File: config.mk
export PLATFORM = sky130hd
export DESIGN_NAME = vc_buf_alloc
export DESIGN_NICKNAME = d
export VERILOG_FILES = /design/src/rtl/vcba_pkg.sv /design/src/rtl/vcba_cfg_decode.sv /design/src/rtl/vcba_chan_ctr.sv /design/src/rtl/vcba_rr_arb.sv /design/src/rtl/vc_buf_alloc.sv
export SDC_FILE = /design/constraint.sdc
export NUM_CORES = 1
export LEC_CHECK = 0
export BUFFER_PORTS_ARGS = -buffer_cell sky130_fd_sc_hd__buf_2
export CORE_UTILIZATION = 50
export CTS_BUF_LIST = sky130_fd_sc_hd__clkbuf_4 sky130_fd_sc_hd__clkbuf_8 sky130_fd_sc_hd__clkbuf_16
export DETAILED_ROUTE_END_ITERATION = 16
export PLACE_DENSITY = 0.7
export SYNTH_ARGS = -nofsm -noshare
export SYNTH_HDL_FRONTEND = slang
export SYNTH_SLANG_ARGS = --single-unit
File: constraint.sdc
create_clock -name clk -period 5 [get_ports clk]
set_input_delay 0.25 -clock clk [delete_from_list [all_inputs] [get_ports clk]]
set_output_delay 0.25 -clock clk [all_outputs]
set_load 0.01 [all_outputs]
File: src/rtl/vcba_pkg.sv
package vcba_pkg;

    localparam int NUM_VC    = 3;
    localparam int NUM_BUF   = 8;
    localparam int FIELD_W   = 2;
    localparam int CFG_W     = 16;
    localparam int FLOOR_LSB = 0;
    localparam int CEIL_LSB  = 8;
    localparam int CNT_W     = $clog2(NUM_BUF + 1);
    localparam int SUM_W     = CNT_W + $clog2(NUM_VC);

    typedef enum logic [1:0] {
        VC_RESP  = 2'd0,
        VC_NPREQ = 2'd1,
        VC_PREQ  = 2'd2
    } vc_id_e;

    typedef logic [CNT_W-1:0] cnt_t;

    typedef struct packed {
        cnt_t floor_n;
        cnt_t ceil_n;
    } vc_limit_t;

    function automatic cnt_t field_count(input logic [FIELD_W-1:0] f);
        return cnt_t'(f) + cnt_t'(1);
    endfunction

    function automatic cnt_t cnt_max(input cnt_t a, input cnt_t b);
        return (a > b) ? a : b;
    endfunction

endpackage

File: src/rtl/vcba_cfg_decode.sv
module vcba_cfg_decode
    import vcba_pkg::*;
#(
    parameter int N_VC = NUM_VC
) (
    input  logic [CFG_W-1:0] cfg_i,
    output vc_limit_t        lim_o [N_VC]
);

    for (genvar c = 0; c < N_VC; c++) begin : g_field
        localparam int FL = FLOOR_LSB + c * FIELD_W;
        localparam int CL = CEIL_LSB + c * FIELD_W;
        cnt_t floor_c;
        cnt_t ceil_c;

        always_comb begin
            floor_c          = field_count(cfg_i[FL +: FIELD_W]);
            ceil_c           = field_count(cfg_i[CL +: FIELD_W]);
            lim_o[c].floor_n = floor_c;
            lim_o[c].ceil_n  = cnt_max(ceil_c, floor_c);
        end
    end

endmodule

File: src/rtl/vcba_chan_ctr.sv
module vcba_chan_ctr
    import vcba_pkg::*;
(
    input  logic clk,
    input  logic rst,
    input  logic grant_i,
    input  logic consume_i,
    input  logic free_i,
    output cnt_t alloc_o
);

    cnt_t credit_q;
    cnt_t held_q;
    logic take_ok;
    logic drain_ok;

    always_comb begin
        take_ok  = consume_i && (credit_q != '0);
        drain_ok = free_i && (held_q != '0);
        alloc_o  = credit_q + held_q;
    end

    always_ff @(posedge clk) begin
        if (rst) begin
            credit_q <= '0;
            held_q   <= '0;
        end else begin
            credit_q <= credit_q + cnt_t'(grant_i) - cnt_t'(take_ok);
            held_q   <= held_q + cnt_t'(take_ok) - cnt_t'(drain_ok);
        end
    end

    p_grant_adds_one_r4: assert property (@(posedge clk) disable iff (rst)
        (grant_i && !drain_ok) |=> alloc_o == $past(alloc_o) + cnt_t'(1));

    p_consume_keeps_count_r4: assert property (@(posedge clk) disable iff (rst)
        (consume_i && !grant_i && !free_i) |=> $stable(alloc_o));

    p_empty_free_ignored_r7: assert property (@(posedge clk) disable iff (rst)
        (free_i && held_q == '0 && !grant_i) |=> $stable(alloc_o));

endmodule

File: src/rtl/vcba_rr_arb.sv
module vcba_rr_arb
    import vcba_pkg::*;
#(
    parameter int N = NUM_VC
) (
    input  logic         clk,
    input  logic         rst,
    input  logic [N-1:0] elig_i,
    input  logic [N-1:0] urgent_i,
    output logic [N-1:0] grant_o
);

    localparam int IDX_W = (N > 1) ? $clog2(N) : 1;

    logic [IDX_W-1:0] last_q;
    logic [IDX_W-1:0] win_idx;
    logic [N-1:0]     pool;
    logic             found;

    always_comb begin
        pool    = ((elig_i & urgent_i) != '0) ? (elig_i & urgent_i) : elig_i;
        grant_o = '0;
        found   = 1'b0;
        win_idx = last_q;
        for (int k = 1; k <= N; k++) begin
            int idx;
            idx = int'(last_q) + k;
            if (idx >= N) idx = idx - N;
            if (!found && pool[idx]) begin
                found        = 1'b1;
                grant_o[idx] = 1'b1;
                win_idx      = IDX_W'(idx);
            end
        end
    end

    always_ff @(posedge clk) begin
        if (rst) begin
            last_q <= IDX_W'(N - 1);
        end else if (found) begin
            last_q <= win_idx;
        end
    end

    p_single_grant_r3: assert property (@(posedge clk) disable iff (rst)
        $onehot0(grant_o));

    p_grant_only_eligible_r3: assert property (@(posedge clk) disable iff (rst)
        (grant_o & ~elig_i) == '0);

    p_floor_first_r5: assert property (@(posedge clk) disable iff (rst)
        ((elig_i & urgent_i) != '0) |-> ((grant_o & ~urgent_i) == '0));

endmodule

File: src/rtl/vc_buf_alloc.sv
module vc_buf_alloc
    import vcba_pkg::*;
#(
    parameter int N_VC  = NUM_VC,
    parameter int N_BUF = NUM_BUF
) (
    input  logic                  clk,
    input  logic                  rst,
    input  logic [CFG_W-1:0]      cfg_i,
    input  logic [N_VC-1:0]       consume_i,
    input  logic [N_VC-1:0]       free_i,
    output logic [N_VC-1:0]       release_o,
    output logic [N_VC*CNT_W-1:0] alloc_o
);

    vc_limit_t        lim [N_VC];
    cnt_t             alloc [N_VC];
    logic [N_VC-1:0]  grant;
    logic [N_VC-1:0]  elig;
    logic [N_VC-1:0]  urgent;
    logic [SUM_W-1:0] total;
    logic             room;
    logic [N_VC-1:0]  release_q;

    vcba_cfg_decode #(.N_VC(N_VC)) u_dec (
        .cfg_i (cfg_i),
        .lim_o (lim)
    );

    for (genvar c = 0; c < N_VC; c++) begin : g_chan
        vcba_chan_ctr u_ctr (
            .clk       (clk),
            .rst       (rst),
            .grant_i   (grant[c]),
            .consume_i (consume_i[c]),
            .free_i    (free_i[c]),
            .alloc_o   (alloc[c])
        );

        always_comb begin
            elig[c]   = room && (alloc[c] < lim[c].ceil_n);
            urgent[c] = alloc[c] < lim[c].floor_n;
        end

        assign alloc_o[c*CNT_W +: CNT_W] = alloc[c];
    end

    always_comb begin
        total = '0;
        for (int c = 0; c < N_VC; c++) begin
            total = total + SUM_W'(alloc[c]);
        end
        room = total < SUM_W'(N_BUF);
    end

    vcba_rr_arb #(.N(N_VC)) u_arb (
        .clk      (clk),
        .rst      (rst),
        .elig_i   (elig),
        .urgent_i (urgent),
        .grant_o  (grant)
    );

    always_ff @(posedge clk) begin
        if (rst) begin
            release_q <= '0;
        end else begin
            release_q <= grant;
        end
    end

    assign release_o = release_q;

    p_pool_cap_r3: assert property (@(posedge clk) disable iff (rst)
        total <= SUM_W'(N_BUF));

    p_release_needs_room_r3: assert property (@(posedge clk) disable iff (rst)
        (release_o != '0) |-> ($past(total) < SUM_W'(N_BUF)));

    p_release_registered_r9: assert property (@(posedge clk) disable iff (rst)
        (grant != '0) |=> (release_o == $past(grant)));

endmodule

* Word level (Yosys, flattened, before mapping)
Cells that the tools add are included.
Operators by class: add/sub/neg operators 29, magnitude comparators 19, divide/modulo/power cells 0, reduce and logical (&&, ||, !) cells 25, shift operators 0, bitwise gates (word level) 3, $mul 0, muxes and demuxes 31, equality and inequality tests 0
Operator list (count):
- $ge 32x1->1 const B | 3
- $ge 32x3->1 const B | 3
- $lt 32x4->1 const B | 3
- $mux 32 | 3
- $sub 32x3->32 const B | 3
- $add 4x1->4 | 6
- $lt 4x4->1 | 6
- $reduce_bool 4->1 | 6
- $sub 4x1->4 | 6
- $add 2x1->3 const B | 7
- $logic_and 1x1->1 | 14
- $add 4x4->4 | 3
- $gt 4x4->1 | 3
- $mux 1 | 12
- $mux 3 | 4
- $mux 4 | 3
- $add 2x2->3 const B | 2
- $add 5x4->6 | 1
- $bmux 1 s2 | 3
- $demux 1 s2 | 3
- $lt 6x4->1 const B | 1
- $mux 2 | 3
- $or 3x3->3 | 2
- $reduce_bool 3->1 | 2
- other kinds (4) | 5
Storage, ports and cells: register bits after elaboration 29, memories kept 0, RAM bits 0, latch bits 0, bits of input ports 24, bits in read-only memories 0, logic and storage cells 115

* Longest topological paths before layout
Gate-level depths: netlist (run 1).
depth in word-level cells 20, gate-level depth with buffers 21, depth with buffers taken out 21

* By module
A second synthesis (run 1) with hierarchy kept.
Unflattened totals: cells, all modules 425, area, all modules 3746.1 um2
By module, submodules not included:
- vcba_chan_ctr | cells an instance 67, seq. area each 160.2 um2, times used 3, area an instance 639.4 um2
- vc_buf_alloc | cells an instance 83, seq. area each 60.1 um2, times used 1, area an instance 711.9 um2
- vcba_cfg_decode | cells an instance 82, seq. area each 0.0 um2, times used 1, area an instance 656.9 um2
- vcba_rr_arb | cells an instance 59, seq. area each 40.0 um2, times used 1, area an instance 459.2 um2

* Worst setup path before layout (run 1)
OpenSTA, ideal clock, no wires.
kind flip-flop to flip-flop, start register g_chan[2].u_ctr.held_q[2], end register g_chan[1].u_ctr.credit_q[2], data required time 4872 ps, cell stages (with the launch flop) 22, data arrival time 4429 ps, clock period less this slack 4556 ps, setup slack 444 ps, path buffers 0, cells stage by stage dfxtp_1 -> ha_1 -> a21oi_1 -> and3_1 -> or2_1 -> inv_1 -> fa_1 -> inv_1 -> ha_1 -> nor4b_4 -> o211ai_2 -> nor4_2 -> or3b_1 -> nand4b_1 -> a41oi_1 -> or2_1 -> nand2_1 -> ha_1 -> inv_1 -> fa_1 -> xor2_1 -> nor2_1
On the way: cells in the longest elaborated chain, start to end 19, elaborated cells on any way between the ends 33, classes of those cells add/sub (4); order compare (3); mux (15); bitwise (3); reduce/logical (8)
RTL lines:
- start, declared | RTL line vcba_chan_ctr.sv:13 | cnt_t held_q;
- start signal, assigned | RTL line vcba_chan_ctr.sv:29 | held_q <= held_q + cnt_t'(take_ok) - cnt_t'(drain_ok);
- $add 4x4->4 * | RTL line vcba_chan_ctr.sv:20 | alloc_o = credit_q + held_q;
- via alloc_o[11] | RTL line vc_buf_alloc.sv:13 | output logic [N_VC*CNT_W-1:0] alloc_o
- $add 5x4->6 | RTL line vc_buf_alloc.sv:51 | total = total + SUM_W'(alloc[c]);
- $lt 6x4->1 | RTL line vc_buf_alloc.sv:53 | room = total < SUM_W'(N_BUF);
- $logic_and 1x1->1 | RTL line vc_buf_alloc.sv:41 | elig[c] = room && (alloc[c] < lim[c].ceil_n);
- $and 3x3->3 | RTL line vcba_rr_arb.sv:21 | pool = ((elig_i & urgent_i) != '0) ? (elig_i & urgent_i) : elig_i;
- $reduce_bool 3->1 | RTL line vcba_rr_arb.sv:21
- $mux 3 * | RTL line vcba_rr_arb.sv:21
- (+5 left out)
- $logic_and 1x1->1 | RTL line vcba_rr_arb.sv:29 | if (!found && pool[idx]) begin
- $mux 1 | RTL line vcba_rr_arb.sv:29
- $logic_not 1->1 | RTL line vcba_rr_arb.sv:29
- $logic_and 1x1->1 | RTL line vcba_rr_arb.sv:29
- $mux 3 * | RTL line vcba_rr_arb.sv:29
- via g_chan[1].u_ctr.grant_i | RTL line vcba_chan_ctr.sv:6 | input logic grant_i,
- $add 4x1->4 * | RTL line vcba_chan_ctr.sv:28 | credit_q <= credit_q + cnt_t'(grant_i) - cnt_t'(take_ok);
- $sub 4x1->4 * | RTL line vcba_chan_ctr.sv:28
- end signal, assigned | RTL line vcba_chan_ctr.sv:28
- end, declared | RTL line vcba_chan_ctr.sv:12 | cnt_t credit_q;
Mark *: on every way through the listed nets, which the timed path passes. The rest lies on a longest branch. The select of a mux whose other input is x is not followed. A chain may end at the register's enable or synchronous reset.

* Worst setup path in the final report (run 1)
start register g_chan[1].u_ctr.held_q[0], end register g_chan[1].u_ctr.credit_q[1]
On the way: cells in the longest elaborated chain, start to end 20, elaborated cells on any way between the ends 34, classes of those cells add/sub (5); order compare (3); mux (15); bitwise (3); reduce/logical (8)
RTL lines (RTL line):
- start, declared | vcba_chan_ctr.sv:13
- start signal, assigned | vcba_chan_ctr.sv:29
- $add 4x4->4 * | vcba_chan_ctr.sv:20
- $add 4x4->5 | vc_buf_alloc.sv:51
- $add 5x4->6 | vc_buf_alloc.sv:51
- $lt 6x4->1 | vc_buf_alloc.sv:53
- $logic_and 1x1->1 | vc_buf_alloc.sv:41
- $and 3x3->3 | vcba_rr_arb.sv:21
- $reduce_bool 3->1 | vcba_rr_arb.sv:21
- $mux 3 * | vcba_rr_arb.sv:21
- (+5 left out)
- $logic_and 1x1->1 | vcba_rr_arb.sv:29
- $mux 1 | vcba_rr_arb.sv:29
- $logic_not 1->1 | vcba_rr_arb.sv:29
- $logic_and 1x1->1 | vcba_rr_arb.sv:29
- $mux 3 * | vcba_rr_arb.sv:29
- via g_chan[1].u_ctr.grant_i | vcba_chan_ctr.sv:6
- $add 4x1->4 * | vcba_chan_ctr.sv:28
- $sub 4x1->4 * | vcba_chan_ctr.sv:28
Marked as above.

==> reports/metrics.yaml, run 1 <==
setup_path:
  cp-start-kind: "flip-flop"
  criticalPathCategory: "reg -> reg"
  rr_worst_depth: 20
  critPathArrivalTime_ns: 4.94
  crit_end: "g_chan[1].u_ctr.credit_q[1]"
  cp_max_fo: 3
  crit_cells: 20
  crit_chain: "ha_2 -> inv_1 -> fa_2 -> xnor2_2 -> inv_1 -> fa_1 -> inv_1 -> ha_1 -> nor4b_4 -> o211ai_2 -> nor4_2 -> or3b_4 -> nand4b_1 -> a41oi_2 -> or2_1 -> nand2_1 -> ha_2 -> inv_1 -> fa_2 -> nor2_1"
  r2r-start: "g_chan[1].u_ctr.held_q[0]"
  worst-path-buf-inv: 4
  critPathMaxStageDelay_ns: 0.51
  end_kind: "flip-flop"
  cp-startpoint: "g_chan[1].u_ctr.held_q[0]"
  crit_family: "adder cells"
  regToRegSetupSlack_ns: 0.20
  timing.rr.end: "g_chan[1].u_ctr.credit_q[1]"
  cp_common_cell: "inv_1"
  critPathSlowestCell: "fa_2"
  critPathRequiredTime_ns: 5.14
layout:
  area_growth_pct: 15.5
  drive_gt1_frac: 0.216
  n_antenna_cell: 0
  fin_cells: 533
  fillers: 599
  final_nets: 567
  post-route-util: 0.598
synth:
  ys.flop_type: "dfxtp_1"
  syn_area_per_cell_um2: 8.63
  syn_inst: 405
  synth_seq_area_share: 0.166
  synthesis.nets: 519
  synth-edff-count: 0
  synth-seq-cells: 29
  synth.distinct_cells: 64
  synth_area_um2: 3500
  yosysWarnings: 0
  synth-async-reset-ratio: 0
hold_path:
  hold_class: "in -> reg"
  min_path_cells: 2
flow_run:
  drv_cap: 0
die:
  die_y_um: 85.6
  io_pins: 39
  die-area_um2: 7330
  start_util: 0.517
  core_region_area_um2: 6760
  fp-row-count: 30
  die_w_um: 85.6
place:
  placed_cells: 522
  dpl_worst_slack_ns: 0.0633
  globalplace.congestion: 0.876
  port-buffer-count: 34
  hpwl_mm: 5.73
sta:
  finalSetupTns_ns: 0
  fin_skew_ns: 0.00752
  timing.fmax_mhz: 208
  tightest_slew_ns: 0.556
  finalHoldViolCount: 0
  slew_headroom: 0.629
  period_share: 0.961
  fin_ws_ns: 0.196
  setup_viol: 0
  fin_crit_ns: 4.80
  final_max_slew_viol_count: 0
global_routing:
  grt_first_pass_wirelength_mm: 12.5
  gr-total-overflow: 0
  gr-usage-all-layers: 0.210
  grt_max_degree: 30
  grt_pass1_vias: 2901
  antenna_found_initial: 0
status:
  outcome: "complete, no violations"
clock_tree:
  cts.path.max_buffers: 2
  htree_levels: 2
  clk_pin_slew_ns: 0.06
  clkSinkCount: 29
  numCtsBuffers: 5
  cts_tree: "done"
  root_buffer: "clkbuf_8"
  clk_latency_ns: 0.28
  hold_buffers: 0
drt:
  drc_errors: 0
  totalWireLength_mm: 7.15
  dr.pass1.iters: 4
  wl_per_cell_um: 13.4
  vias_per_cell: 5.40
  postRouteAntennaNets: 0
  first_iter_violations: 48
  vias: 2878
==> synthesized netlist by cell type, types with 3 or more instances <==
library cell  count  area, um2
a31oi_1           8       50.1
xor2_1            7       61.3
a21oi_1          19       95.1
dfxtp_1          29        581
mux2i_1           4       40.0
clkbuf_1          3       11.3
nand4_1           8       50.1
nor2b_1          12       75.1
nand3_1           5       25.0
a21o_1            8       60.1
xnor2_1          13        114
inv_1            78        293
ha_1             78        976
nor3_1            3       15.0
o211ai_1          4       30.0
nand4b_1          4       35.0
nor2_1           34        128
o21ai_0          10       50.1
fa_1             12        240
nand2_1          11       41.3
==> what timing repair did <==
action | 4_1_cts | 5_1_grt
gates resized for setup | 0 | 26
endpoints found under the setup margin | 0 | 9
buffers inserted | 0 | 4
==> cells by family (layout without fill, tap and decap cells) <==
group | after synthesis | count (layout) | share of synthesized area
AOI/OAI and AO/OA | 74 | 74 | 0.162
xor gates and xnor gates | 20 | 20 | 0.0501
adders and majority gates | 90 | 90 | 0.348
buffers and inverters | 86 | 134 | 0.0927
DFF | 29 | 29 | 0.166
muxes | 5 | 5 | 0.0157
and+or+nand+nor | 101 | 101 | 0.165
==> sequential cells by signal (all words and copies together), names as in the netlist <==
register,count
g_chan.u_ctr.credit_q,12
u_arb.last_q,2
release_o,3
g_chan.u_ctr.held_q,12
==> metal layers <==
| layer | vias to the layer above | wire length [um] | global-route usage |
|---|---|---|---|
| li1 | 1485 | - | - |
| met1 | 1343 | 3450 | 0.270 |
| met2 | 42 | 3460 | 0.374 |
| met3 | 8 | 175 | 0.0231 |
| met4 | 0 | 68 | 0.0530 |
| met5 | - | 0 | 0 |
==> per-stage QoR <==
stage,area (um2),hold slack (ns)
after floorplan,3500,0.514
after global placement,3810,0.569
after detailed placement,3810,0.585
after CTS,3900,0.429
after global routing,4040,0.458
final,4040,0.435
==> worst register-to-register path, cell delays in order, from the launching register on <==
cell,delay [ns]
dfxtp_2,0.34
ha_2,0.19
inv_1,0.05
fa_2,0.35
xnor2_2,0.21
inv_1,0.08
fa_1,0.47
inv_1,0.04
ha_1,0.22
nor4b_4,0.31
o211ai_2,0.18
nor4_2,0.32
or3b_4,0.44
nand4b_1,0.18
a41oi_2,0.13
or2_1,0.28
nand2_1,0.08
ha_2,0.19
inv_1,0.06
fa_2,0.51
nor2_1,0.05
==> layout make-up <==
cell class,instances,area (um2),area share
Tap cell,80,100,0.0248
Inverter,81,304,0.0753
Multi-Input combinational cell,290,2690,0.667
Timing Repair Buffer,46,260,0.0645
Clock buffer,7,90.1,0.0223
Sequential cell,29,589,0.146
==> worst min-delay path by stage <==
stage	startpoint	endpoint	slack [ns]
5_1_grt	rst	g_chan[2].u_ctr.credit_q[1]	0.46
3_5_place_dp	u_arb.last_q[0]	u_arb.last_q[0]	0.58
3_3_place_gp	u_arb.last_q[0]	u_arb.last_q[0]	0.57
4_1_cts	rst	g_chan[2].u_ctr.credit_q[1]	0.43
2_1_floorplan	u_arb.last_q[0]	u_arb.last_q[0]	0.51
6_report	rst	g_chan[2].u_ctr.credit_q[1]	0.43
==> cell usage in the layout (no fill, tap or decap), drive strengths merged, types with 3 or more instances in the layout <==
cell	instances
a21o	8
a21oi	19
a31oi	8
and3	4
buf	46
clkbuf	7
dfxtp	29
fa	12
ha	78
inv	80
mux2i	4
nand2	11
nand3	5
nand4	8
nand4b	4
nor2	35
nor2b	12
nor3	4
o211ai	7
o21ai	11
o221a	3
o311ai	4
xnor2	13
xor2	7
Power of run 1 is left out: the tool's default activity adds up to more than one toggle a clock period on the data nets, which glitch-free logic cannot reach.
==> run 2: changes to the inputs <==
CORE_UTILIZATION = 55   (was 50)
PLACE_DENSITY = 0.76   (was 0.7)
==> run 2 against run 1 <==
Compared with the run above: sequential cell count stayed put; worst setup slack improved by 0.072 ns; routed wire length about the same; global-route usage is 1.7 points higher; critical path depth is the same.
==> reports/metrics.yaml, run 2 (same netlist as run 1, synthesis figures left out) <==
sta:
  timing.fmax_mhz: 211
  slew_headroom: 0.630
  finalSetupTns_ns: 0
  period_share: 0.946
  fin_crit_ns: 4.73
  setup_viol: 0
  tightest_slew_ns: 0.555
  rsz0062_at_grt: "false"
  finalHoldViolCount: 0
  fin_ws_ns: 0.268
  fin_skew_ns: 0.00783
  final_max_slew_viol_count: 0
global_routing:
  grt_pass1_vias: 2785
  gr-usage-all-layers: 0.227
  gr-total-overflow: 0
  grt_first_pass_wirelength_mm: 11.8
  antenna_found_initial: 0
  grt_max_degree: 30
setup_path:
  cp_common_cell: "inv_1"
  crit_family: "adder cells"
  critPathArrivalTime_ns: 4.88
  crit_chain: "ha_2 -> inv_1 -> fa_2 -> xnor2_2 -> inv_1 -> fa_1 -> inv_1 -> ha_2 -> nor4b_4 -> o211ai_2 -> nor4_2 -> or3b_4 -> nand4b_1 -> a41oi_1 -> or2_1 -> nand2_1 -> ha_2 -> inv_1 -> fa_2 -> nor2_1"
  critPathSlowestCell: "fa_2"
  criticalPathCategory: "reg -> reg"
  cp_max_fo: 3
  cp-start-kind: "flip-flop"
  critPathRequiredTime_ns: 5.15
  end_kind: "flip-flop"
  worst-path-buf-inv: 4
  critPathMaxStageDelay_ns: 0.52
die:
  die-area_um2: 6680
  core_region_area_um2: 6030
  start_util: 0.580
  fp-row-count: 28
  io_pins: 39
  die_y_um: 81.7
  die_w_um: 81.7
flow_run:
  drv_cap: 0
layout:
  drive_gt1_frac: 0.211
  layout_common_cells: "78 x inv_1, 73 x ha_1, 34 x nor2_1, 34 x buf_2, 23 x dfxtp_1"
  fillers: 490
  n_antenna_cell: 0
  layout_commonest_cell: "inv_1"
  final_nets: 567
  post-route-util: 0.667
  area_growth_pct: 15.0
drt:
  vias_per_cell: 5.49
  first_iter_violations: 85
  totalWireLength_mm: 7.16
  wl_per_cell_um: 13.5
  postRouteAntennaNets: 0
  dr.pass1.iters: 4
  vias: 2905
  drc_errors: 0
clock_tree:
  clkSinkCount: 29
  clk_pin_slew_ns: 0.07
  clk_latency_ns: 0.28
  cts.path.max_buffers: 2
  root_buffer: "clkbuf_8"
  htree_levels: 2
  cts_tree: "done"
  hold_buffers: 0
  numCtsBuffers: 5
place:
  globalplace.congestion: 0.863
  hpwl_mm: 5.89
  port-buffer-count: 34
  dpl_worst_slack_ns: 0.0880
hold_path:
  hold_class: "in -> reg"
status:
  outcome: "complete, no violations"
[run 2: cell count changes in the layout (fill, tap and decap cells not counted), sizes merged]
cell | before | now
clkinv | 1 | 2
[run 2: routing by layer]
layer  wire [um]  global-route usage  up-vias
li1            -                   -     1489
met1        3260               0.279     1351
met2        3550               0.392       51
met3         211              0.0400       14
met4         131              0.0860        0
met5           0                   0        -
[run 2: worst paths after layout]
| path | startpoint | endpoint | slack, ns | cells after the start |
|---|---|---|---|---|
| hold / removal | rst | g_chan[1].u_ctr.credit_q[1] | 0.43 | 2 |
| setup reg to reg | g_chan[1].u_ctr.credit_q[0] | g_chan[1].u_ctr.credit_q[1] | 0.27 | 20 |
| setup / recovery | g_chan[1].u_ctr.credit_q[0] | g_chan[1].u_ctr.credit_q[1] | 0.27 | 20 |
| hold reg to reg | u_arb.last_q[0] | u_arb.last_q[0] | 0.58 | 2 |
[run 2: worst register-to-register path: stages (launching register included)]
cell and delay, ns:
dfxtp_2 0.34, ha_2 0.18, inv_1 0.05, fa_2 0.35, xnor2_2 0.22, inv_1 0.08
fa_1 0.48, inv_1 0.04, ha_2 0.19, nor4b_4 0.32, o211ai_2 0.15, nor4_2 0.33
or3b_4 0.43, nand4b_1 0.17, a41oi_1 0.12, or2_1 0.28, nand2_1 0.08, ha_2 0.18
inv_1 0.05, fa_2 0.52, nor2_1 0.04
[run 2: what timing repair did]
| action | in CTS | in global routing |
|---|---|---|
| resized for setup | 0 | 23 |
| buffers inserted | 0 | 4 |
| hold endpoints to repair | 0 | 0 |
| endpoints found under the setup margin | 0 | 9 |
[run 2: stage by stage]
step | hold WS (ns) | cell area, um2 | cells
floorplan | 0.514 | 3500 | 405
global placement | 0.575 | 3800 | 517
detailed placement | 0.575 | 3800 | 517
CTS | 0.433 | 3900 | 525
global route | 0.459 | 4020 | 529
finish | 0.429 | 4020 | 529
[run 2: area by class of cell]
| class | instances | area (um2) | share of cell area |
|---|---|---|---|
| flip-flops and latches | 29 | 588 | 0.146 |
| repair buffers | 46 | 260 | 0.0648 |
| clock buffers | 7 | 96.3 | 0.0240 |
| inverters | 81 | 304 | 0.0757 |
| clock inverters | 1 | 5.00 | 0.00125 |
| well taps | 75 | 93.8 | 0.0233 |
| multi-input cells | 290 | 2670 | 0.665 |
Power of run 2 is left out for the same reason.
==> run 3: changes to the inputs <==
CORE_UTILIZATION = 45   (was 55)
PLACE_DENSITY = unset   (was 0.76)
clock period = 5.7 ns   (was 5 ns; I/O delays follow)
==> run 3 against run 2 <==
Compared with the run above: maximum frequency fell by 7.0%; final area fell by 3.5%; sequential cell count did not move; final cell count rose by 2.5%; routed wire length fell by 5.9%; non-clock buffer count fell by 11; highest routed layer unchanged.
==> reports/metrics.yaml, run 3 (same netlist as run 1, synthesis figures left out) <==
status:
  outcome: "complete, no violations"
drt:
  vias_per_cell: 5.18
  first_iter_violations: 92
  drc_errors: 0
  vias: 2808
  wl_per_cell_um: 12.4
  postRouteAntennaNets: 0
  totalWireLength_mm: 6.74
  dr.pass1.iters: 4
clock_tree:
  ctsResizeCount: 0
  clk_pin_slew_ns: 0.06
  clkSinkCount: 29
  numCtsBuffers: 5
  root_buffer: "clkbuf_8"
  clk_latency_ns: 0.28
  cts_tree: "done"
  hold_buffers: 0
  post_cts_buffers: 0
  htree_levels: 2
  cts.path.max_buffers: 2
sta:
  setup_viol: 0
  slew_headroom: 0.609
  rsz0062_at_grt: "false"
  finalHoldViolCount: 0
  final_max_slew_viol_count: 0
  timing.fmax_mhz: 197
  fin_crit_ns: 5.09
  fin_skew_ns: 0.00374
  finalSetupTns_ns: 0
  period_share: 0.892
  tightest_slew_ns: 0.582
place:
  hpwl_mm: 5.65
  globalplace.congestion: 0.856
  port-buffer-count: 34
setup_path:
  cp-startpoint: "g_chan[1].u_ctr.held_q[1]"
  critPathRequiredTime_ns: 5.85
  worst-path-buf-inv: 4
  critPathArrivalTime_ns: 5.24
  timing.rr.end: "g_chan[1].u_ctr.credit_q[2]"
  crit_end: "g_chan[1].u_ctr.credit_q[2]"
  cp_common_cell: "inv_1"
  critPathSlowestCell: "fa_1"
  crit_family: "adder cells"
  cp-start-kind: "flip-flop"
  criticalPathCategory: "reg -> reg"
  critPathMaxStageDelay_ns: 0.51
  crit_chain: "inv_1 -> fa_1 -> xnor2_1 -> inv_1 -> fa_1 -> inv_1 -> ha_1 -> nor4b_4 -> o211ai_2 -> nor4_2 -> or3b_1 -> nand4b_1 -> a41oi_1 -> or2_1 -> nand2_1 -> ha_1 -> inv_1 -> fa_1 -> xor2_1 -> nor2_1"
  rr_worst_depth: 20
  crit_cells: 20
  regToRegSetupSlack_ns: 0.61
  end_kind: "flip-flop"
  r2r-start: "g_chan[1].u_ctr.held_q[1]"
  cp_max_fo: 4
hold_path:
  hold_start: "rst"
  min_path_cells: 2
  hold_class: "in -> reg"
global_routing:
  gr-usage-all-layers: 0.181
  antenna_found_initial: 0
  grt_max_degree: 30
  grt_first_pass_wirelength_mm: 12.3
  gr-total-overflow: 0
  grt_pass1_vias: 2808
layout:
  final_nets: 556
  layout_common_cells: "78 x inv_1, 78 x ha_1, 34 x nor2_1, 34 x buf_2, 29 x dfxtp_1"
  area_growth_pct: 11.0
  n_antenna_cell: 0
  drive_gt1_frac: 0.142
die:
  die-area_um2: 8130
  die_w_um: 90.1
  core_region_area_um2: 7370
  fp-row-count: 31
  io_pins: 39
  start_util: 0.474
  die_y_um: 90.1
flow_run:
  drv_cap: 0
[run 3: final cells by class]
type	instances	area [um2]
fill	710	3490
multi-input combinational	290	2590
sequential	29	581
inverter	81	304
timing repair buffer	35	178
tap	99	124
clock buffer	7	96.3
clock inverter	1	5.00
[run 3: how the worst min path moves through the flow]
stage | slack [ns] | endpoint
floorplan | 0.51 | u_arb.last_q[0]
global placement | 0.58 | u_arb.last_q[0]
detailed placement | 0.61 | u_arb.last_q[0]
CTS | 0.48 | g_chan[2].u_ctr.credit_q[1]
global route | 0.50 | g_chan[2].u_ctr.credit_q[1]
finish | 0.46 | g_chan[0].u_ctr.credit_q[1]
[run 3: routing by layer]
layer  wire length, um  track usage  part of all wire
met4                81       0.0538             0.012
met3               200       0.0186             0.030
met5                 0            0                 0
met1              3290        0.237              0.49
met2              3160        0.310              0.47
[run 3: worst register-to-register path, delay by kind of cell, from the launching register on]
family / cells / cell delay, ns
adders and majority gates: 5 / 1.71
buffers and inverters: 4 / 0.35
and+or+nand+nor: 7 / 1.54
xor gates and xnor gates: 2 / 0.62
AOI/OAI and AO/OA: 2 / 0.31
DFF: 1 / 0.43
[run 3: through the flow]
| stage | worst slack [ns] | area (um2) | util | std cells | hold slack (ns) |
|---|---|---|---|---|---|
| after detailed placement | 0.659 | 3780 | 0.513 | 534 | 0.611 |
| after floorplan | 1.14 | 3500 | - | 405 | 0.514 |
| after global placement | 0.707 | 3780 | 0.513 | 534 | 0.579 |
| after CTS | 0.624 | 3880 | 0.526 | 542 | 0.479 |
| after global routing | 0.244 | 3880 | 0.526 | 542 | 0.496 |
| final | 0.613 | 3880 | 0.526 | 542 | 0.463 |
Power of run 3 is left out for the same reason.
